### src/rtl/ovb_pkg.sv
package ovb_pkg;
    typedef enum logic [0:0] {
        ST_ACCRUE = 1'b0,
        ST_SAMPLE = 1'b1
    } ovb_state_e;

    localparam int          RNG_W    = 16;
    localparam logic [15:0] RNG_SEED = 16'hACE1;

    // one step of the maximal-length shift register, taps 16,14,13,11
    function automatic logic [15:0] rng_step(input logic [15:0] s);
        return {s[14:0], s[15] ^ s[13] ^ s[12] ^ s[10]};
    endfunction
endpackage

### src/rtl/ovb_window_ctr.sv
module ovb_window_ctr #(
    parameter int CNT_W = 24
) (
    input  logic             clk,
    input  logic             rst_n,
    input  logic             tick,
    input  logic [CNT_W-1:0] window_ticks,
    output logic             win_end
);
    logic [CNT_W-1:0] win_cnt;
    logic [CNT_W:0]   win_inc;

    always_comb begin
        win_inc = {1'b0, win_cnt} + {{CNT_W{1'b0}}, 1'b1};
        win_end = tick && (win_inc >= {1'b0, window_ticks});
    end

    always_ff @(posedge clk or negedge rst_n) begin
        if (!rst_n)       win_cnt <= '0;
        else if (win_end) win_cnt <= '0;
        else if (tick)    win_cnt <= win_inc[CNT_W-1:0];
    end
endmodule

### src/rtl/ovb_ana_ctr.sv
module ovb_ana_ctr #(
    parameter int CNT_W = 24
) (
    input  logic             clk,
    input  logic             rst_n,
    input  logic             tick,
    input  logic             in_analysis,
    input  logic             clr,
    input  logic [CNT_W-1:0] budget_ticks,
    output logic             reached
);
    logic [CNT_W-1:0] ana_cnt;
    logic [CNT_W-1:0] ana_nxt;
    logic             charge;

    always_comb begin
        charge  = tick && in_analysis;
        ana_nxt = (charge && (ana_cnt != {CNT_W{1'b1}})) ? ana_cnt + 1'b1 : ana_cnt;
        reached = ana_nxt >= budget_ticks;
    end

    always_ff @(posedge clk or negedge rst_n) begin
        if (!rst_n)   ana_cnt <= '0;
        else if (clr) ana_cnt <= '0;
        else          ana_cnt <= ana_nxt;
    end
endmodule

### src/rtl/ovb_rng.sv
module ovb_rng
    import ovb_pkg::*;
(
    input  logic             clk,
    input  logic             rst_n,
    output logic [RNG_W-1:0] rng
);
    always_ff @(posedge clk or negedge rst_n) begin
        if (!rst_n) rng <= RNG_SEED;
        else        rng <= rng_step(rng);
    end
endmodule

### src/rtl/ovb_budget_ctrl.sv
module ovb_budget_ctrl
    import ovb_pkg::*;
#(
    parameter int CNT_W = 24
) (
    input  logic             clk,
    input  logic             rst_n,
    input  logic             tick,
    input  logic             in_analysis,
    input  logic [CNT_W-1:0] budget_ticks,
    input  logic [CNT_W-1:0] window_ticks,
    input  logic [15:0]      drop_prob,
    output logic             sampling_active,
    output logic             drop_meta
);
    ovb_state_e       state, state_nxt;
    logic             win_end;
    logic             reached;
    logic [RNG_W-1:0] rng;

    ovb_window_ctr #(.CNT_W(CNT_W)) u_win (
        .clk(clk), .rst_n(rst_n), .tick(tick),
        .window_ticks(window_ticks), .win_end(win_end)
    );

    ovb_ana_ctr #(.CNT_W(CNT_W)) u_ana (
        .clk(clk), .rst_n(rst_n), .tick(tick), .in_analysis(in_analysis),
        .clr(win_end), .budget_ticks(budget_ticks), .reached(reached)
    );

    ovb_rng u_rng (.clk(clk), .rst_n(rst_n), .rng(rng));

    always_comb begin
        state_nxt = state;
        unique case (state)
            ST_ACCRUE: if (win_end)      state_nxt = ST_ACCRUE;
                       else if (reached) state_nxt = ST_SAMPLE;
            ST_SAMPLE: if (win_end)      state_nxt = ST_ACCRUE;
        endcase
    end

    always_ff @(posedge clk or negedge rst_n) begin
        if (!rst_n) state <= ST_ACCRUE;
        else        state <= state_nxt;
    end

    always_comb begin
        sampling_active = (state == ST_SAMPLE);
        drop_meta       = sampling_active && in_analysis && (rng <= drop_prob);
    end
endmodule

### config.mk
export PLATFORM = sky130hd
export DESIGN_NAME = ovb_budget_ctrl
export DESIGN_NICKNAME = d
export VERILOG_FILES = /design/src/rtl/ovb_pkg.sv /design/src/rtl/ovb_window_ctr.sv /design/src/rtl/ovb_ana_ctr.sv /design/src/rtl/ovb_rng.sv /design/src/rtl/ovb_budget_ctrl.sv
export SDC_FILE = /design/constraint.sdc
export NUM_CORES = 1
export LEC_CHECK = 0
export BUFFER_PORTS_ARGS = -buffer_cell sky130_fd_sc_hd__buf_2
export CAP_MARGIN = 20
export CORE_AREA = 2 2 112 114
export DETAILED_ROUTE_END_ITERATION = 8
export DIE_AREA = 0 0 114 116
export PLACE_DENSITY = 0.6
export SYNTH_ARGS = -nofsm -noshare
export SYNTH_HDL_FRONTEND = slang
export SYNTH_HIERARCHICAL = 1
export SYNTH_SLANG_ARGS = --single-unit
### constraint.sdc
create_clock -name clk -period 9 [get_ports clk]
set_clock_uncertainty 0.1 [all_clocks]
set_input_delay 0.45 -clock clk [delete_from_list [all_inputs] [get_ports clk]]
set_output_delay 0.45 -clock clk [all_outputs]
set_load 0.02 [all_outputs]
Word-level counts from Yosys, hierarchy flattened
Cells that the tools add are included.
{"block": "op_classes", "n_bitwise": 4, "n_reduce_logical": 6, "magnitude_cmp": 3, "n_eq_ne": 1, "add_sub_neg": 2, "n_mux": 8}
{"operator": "24-bit 2-to-1 mux", "n": 4}
{"operator": "24-bit by 1-bit adder with 25-bit output (second input constant)", "n": 1}
{"operator": "25-bit by 24-bit >= comparator with 1-bit output", "n": 1}
{"operator": "24-bit by 1-bit adder with 24-bit output (second input constant)", "n": 1}
{"operator": "24-bit >= comparator", "n": 1}
{"operator": "24-bit != test (second input constant)", "n": 1}
{"operator": "16-bit <= comparator", "n": 1}
{"operator": "1-bit logical AND", "n": 5}
{"operator": "1-bit 2-to-1 mux", "n": 3}
{"operator": "1-bit bitwise XOR", "n": 3}
{"operator": "1-bit one-hot mux with 2 select lines", "n": 1}
{"operator": "2-bit nonzero test", "n": 1}
{"operator": "1-bit inverter", "n": 1}
{"block": "word_totals", "regBits": 65, "wordCells": 28, "out_inout_bits": 2, "in_bits": 68}

Depth between registers and ports, before layout
{"block": "logic_depth", "word_depth": 7, "depth_mapped": 18, "mapped_depth_nobuf": 15}

Hierarchy
Netlist, hierarchy kept.
{"module": "ovb_window_ctr", "seq_area_each_um2": 600.6, "instances": 1, "cells_each": 259, "area_per_inst_um2": 2227.1}
{"module": "ovb_ana_ctr", "seq_area_each_um2": 600.6, "instances": 1, "cells_each": 240, "area_per_inst_um2": 2143.3}
{"module": "ovb_budget_ctrl", "seq_area_each_um2": 25.0, "instances": 1, "cells_each": 60, "area_per_inst_um2": 455.4}
{"module": "ovb_rng", "seq_area_each_um2": 410.4, "instances": 1, "cells_each": 19, "area_per_inst_um2": 436.7}

Worst setup path before layout
OpenSTA, ideal clock, no wires.
{"block": "synth_timing", "path_kind": "reg-to-reg", "from": "register u_win.win_cnt[8]", "to": "register u_ana.ana_cnt[19]", "setup_slack_ns": 4.741, "n_path_buf": 2, "path_stages_with_launch": 17, "required_time_ns": 8.775, "synth_period_minus_slack_ns": 4.259, "setup_time_ns": 0.125, "t_arrival_ns": 4.034, "cell_sequence": "dfrtp_1 and4_1 nand4_1 nor3_1 nand3_1 xnor2_1 ha_1 nand3_1 nor4_1 a2111oi_4 nand3_2 buf_6 nor2_2 nor2_1 dlygate4sd3_1 and2b_1 mux2_4"}
{"block": "synth_via", "elab_chain_cells": 4}
{"item": "from (decl)", "line": "ovb_window_ctr.sv:10", "rtl": "logic [CNT_W-1:0] win_cnt;"}
{"item": "from (signal assigned)", "line": "ovb_window_ctr.sv:21", "rtl": "else if (tick) win_cnt <= win_inc[CNT_W-1:0];"}
{"item": "24-bit by 1-bit adder with 25-bit output", "line": "ovb_window_ctr.sv:14", "rtl": "win_inc = {1'b0, win_cnt} + {{CNT_W{1'b0}}, 1'b1};"}
{"item": "25-bit by 24-bit >= comparator with 1-bit output", "line": "ovb_window_ctr.sv:15", "rtl": "win_end = tick && (win_inc >= {1'b0, window_ticks});"}
{"item": "1-bit logical AND", "line": "ovb_window_ctr.sv:15"}
{"item": "via win_end", "line": "ovb_budget_ctrl.sv:17", "rtl": "logic win_end;"}
{"item": "24-bit 2-to-1 mux", "line": "ovb_ana_ctr.sv:24", "rtl": "else if (clr) ana_cnt <= '0;"}
{"item": "to (signal assigned)", "line": "ovb_ana_ctr.sv:25", "rtl": "else ana_cnt <= ana_nxt;"}
{"item": "to (decl)", "line": "ovb_ana_ctr.sv:12", "rtl": "logic [CNT_W-1:0] ana_cnt;"}
The timed path passes the listed nets, and every way through them passes these cells.
A chain may end at the register's enable or synchronous reset.

Final worst setup path
{"block": "layout_timing", "from": "register u_win.win_cnt[8]", "to": "register u_ana.ana_cnt[17]"}
The elaborated chain is that of the path after synthesis.

==> flow_summary.yaml <==
status:
  status: "finished clean"
floorplan:
  die-height_um: 116
  core_box_area_um2: 11900
  ios: 70
  start_util_pct: 44.2
  chipWidth_um: 114
  die_footprint_um2: 13200
  placement_rows: 40
critical_path:
  crit_start_category: "flop"
  endpoint_kind: "flop"
  worst_r2r_path_depth: 15
  worstPathMaxFanout: 27
  crit_type: "reg2reg"
  worst_ep_required_time_ps: 9110
  cp_data_arrival_time_ps: 4790
cts:
  clkTransAtPathRegs_ps: 60
  post_cts.resized_instances: 0
  cts-root-to-sink-buffers: 2
  ctsHoldBuffers: 0
  clk_latency_ps: 330
  htreeDepth: 3
  clock_buffers_created_by_tritoncts: 9
  clkSinkCount: 65
  postCtsSetupBuffers: 0
  clock_root_cell: "sky130_fd_sc_hd__clkbuf_16"
  cts_tree: "yes"
timing:
  hold_viol_final: 0
  grt_setup_unrepaired: "no"
  timing.final.crit_share_pct: 52.0
  final.hold.worst_slack_ps: 206
  setup-tns-final_ps: 0
  max_slew_violation_total_from_the_final_report: 0
  timing.max_slew.rel_slack_pct: 30.8
  slew_of_the_pin_with_the_lowest_slew_margin_ps: 1040
  final.min_clock_period_ps: 4680
  finalSetupViolCount: 0
  maximum_clock_frequency_mhz: 214
grt:
  grt_max_degree: 66
  globalRoute.totalOverflow: 0
  antenna_found_initial: 0
  grt_first_pass_wirelength_um: 19900
  first_global_vias: 4270
  gr_util_all_layers_pct: 18.7
synth:
  ys.warnings.count: 6
  synth_area_um2: 5260
  ys_async_sr_fraction_pct: 100
  syn_inst: 578
  synth_area_leaders: "sky130_fd_sc_hd__dfrtp_1 (27%), sky130_fd_sc_hd__ha_1 (16%), sky130_fd_sc_hd__inv_1 (4.7%)"
  synth-edff-count: 0
  syn-num-nets: 712
  synth.top_cell.area_share_pct: 27.1
  synth.ff_latch_count: 65
  synth_sequential_area_ratio_pct: 31.1
  synth_ff_type: "sky130_fd_sc_hd__dfrtp_1"
  synth_cell_type_count: 71
  synth.avg_cell_area_um2: 9.10
  netlist.top_cell.by_area: "sky130_fd_sc_hd__dfrtp_1"
place:
  finalWeightedCongestion: 0.918
  io_buffers: 69
  detailedPlacementHpwl_um: 8940
detailed_routing:
  routedWlPerCell_um: 14.8
  drt_drc_violations_left: 0
  antenna_left: 0
  vias_post_dr: 4355
  postRouteWirelength_um: 11800
  drt-pass1-iter-count: 4
  drt_iter0_drc: 220
  vias_per_cell: 5.48
layout:
  area_occupied_by_multi_input_gates_um2: 3270
  syn_to_final_growth_pct: 14.2
  regArea_um2: 1640
  layout.nets: 777
  fraction_of_final_layout_cells_sized_beyond_drive_strength_1_pct: 21.0
  layout.filler_cells: 1126
  insertedDiodeCount: 0
  share_of_the_core_filled_with_cells_in_the_final_layout_pct: 50.5
min_path:
  hold_path_class: "in2async"
power:
  total_power_mw: 0.893
  peakVddDrop_uv: 136
  power_per_cell_area_nw_per_um2: 148
  leakage_nw: 3.15
run:
  maxCapViolCount: 0
metrics by stage:
step | cells | instance area, µm² | worst slack [ps]
2_1_floorplan | 578 | 5260 | 4740
3_3_place_gp | 778 | 5690 | 4090
3_5_place_dp | 778 | 5690 | 3840
4_1_cts | 794 | 6000 | 3820
5_1_grt | 795 | 6010 | 3900
6_report | 795 | 6010 | 4320
flip-flops by register name (all words and copies together), names as in the netlist:
register / count
u_rng/rng: 16
u_ana/ana_cnt: 24
u_win/win_cnt: 24
sampling_active: 1
worst paths after layout:
check / startpoint / endpoint / slack [ps]
max: u_win/win_cnt[8] / u_ana/ana_cnt[17] / 4320
min: rst_n / u_ana/ana_cnt[17] / 210
max reg2reg: u_win/win_cnt[8] / u_ana/ana_cnt[17] / 4320
min reg2reg: u_rng/rng[5] / u_rng/rng[6] / 270
max in group asynchronous: rst_n / u_win/win_cnt[15] / 8020
min in group clk: u_rng/rng[5] / u_rng/rng[6] / 270
Yosys cell counts, drive strengths merged, types with 2 or more instances:
library cell / n
o211ai: 4
nand3b: 2
nor3: 9
xnor2: 27
nor4: 4
and2b: 3
xor2: 12
a22o: 5
and4: 11
clkbuf: 7
o21ai: 16
a21oi: 34
nor2b: 19
or4: 7
or3: 7
dfrtp: 57
a2111oi: 4
nand2: 54
o2bb2ai: 8
and3: 10
ha: 66
nor2: 30
inv: 66
a211oi: 5
mux2: 7
dfstp: 8
o31ai: 9
buf: 8
nand3: 28
a21o: 8
a31o: 6
mux2i: 2
nand2b: 2
a221o: 3
or2: 2
nand4: 16
layout by cell type (no fill, tap or decap), drive strengths merged, types with 10 or more instances in the layout:
master	instances
a21oi	34
and3	10
and4	11
buf	71
clkbuf	12
dfrtp	57
ha	66
inv	66
nand2	54
nand3	28
nand4	16
nor2	30
nor2b	19
o21ai	16
xnor2	27
xor2	12
cell families (layout without fill, tap and decap cells):
| group | Yosys count | in the layout | synth area share (%) |
|---|---|---|---|
| compound gates | 109 | 109 | 15.2 |
| xor+xnor | 39 | 39 | 6.49 |
| fa+ha+maj | 66 | 66 | 15.7 |
| buf+inv | 83 | 153 | 6.87 |
| flops | 65 | 65 | 31.1 |
| mux | 9 | 9 | 2.23 |
| simple gates | 207 | 207 | 22.4 |
power by group:
group | internal [mW] | switching [mW]
logic | 0.0873 | 0.108
registers | 0.313 | 0.0302
clock network | 0.229 | 0.125
total | 0.630 | 0.263
critical path, cell delays in order, from the launching register on:
cell and delay (ps):
sky130_fd_sc_hd__dfrtp_1 450, sky130_fd_sc_hd__and4_1 300, sky130_fd_sc_hd__nand4_1 270, sky130_fd_sc_hd__nor3_1 370, sky130_fd_sc_hd__nand3_1 160, sky130_fd_sc_hd__xnor2_1 160
sky130_fd_sc_hd__ha_1 280, sky130_fd_sc_hd__nand3_1 130, sky130_fd_sc_hd__nor2_1 190, sky130_fd_sc_hd__nand2_1 110, sky130_fd_sc_hd__a211oi_2 820, sky130_fd_sc_hd__nor2_2 230
sky130_fd_sc_hd__nor2_2 290, sky130_fd_sc_hd__buf_8 240, sky130_fd_sc_hd__and2b_1 200, sky130_fd_sc_hd__mux2_4 250
layout make-up:
type / count / share of cell area (%)
clock inverter: 4 / 0.853
timing repair buffer: 71 / 6.12
multi-input combinational: 430 / 54.4
clock buffer: 12 / 4.27
sequential: 65 / 27.2
inverter: 66 / 4.12
tap: 147 / 3.06
per-layer routing:
layer	up-vias	track usage, %	part of all wire [%]
met3	16	3.92	3.3
met1	2066	24.6	47
met2	88	31.5	49
met5	-	0	0
met4	0	5.04	1.4
li1	2185	-	-
No activity file was read; power rests on OpenSTA's default activity.
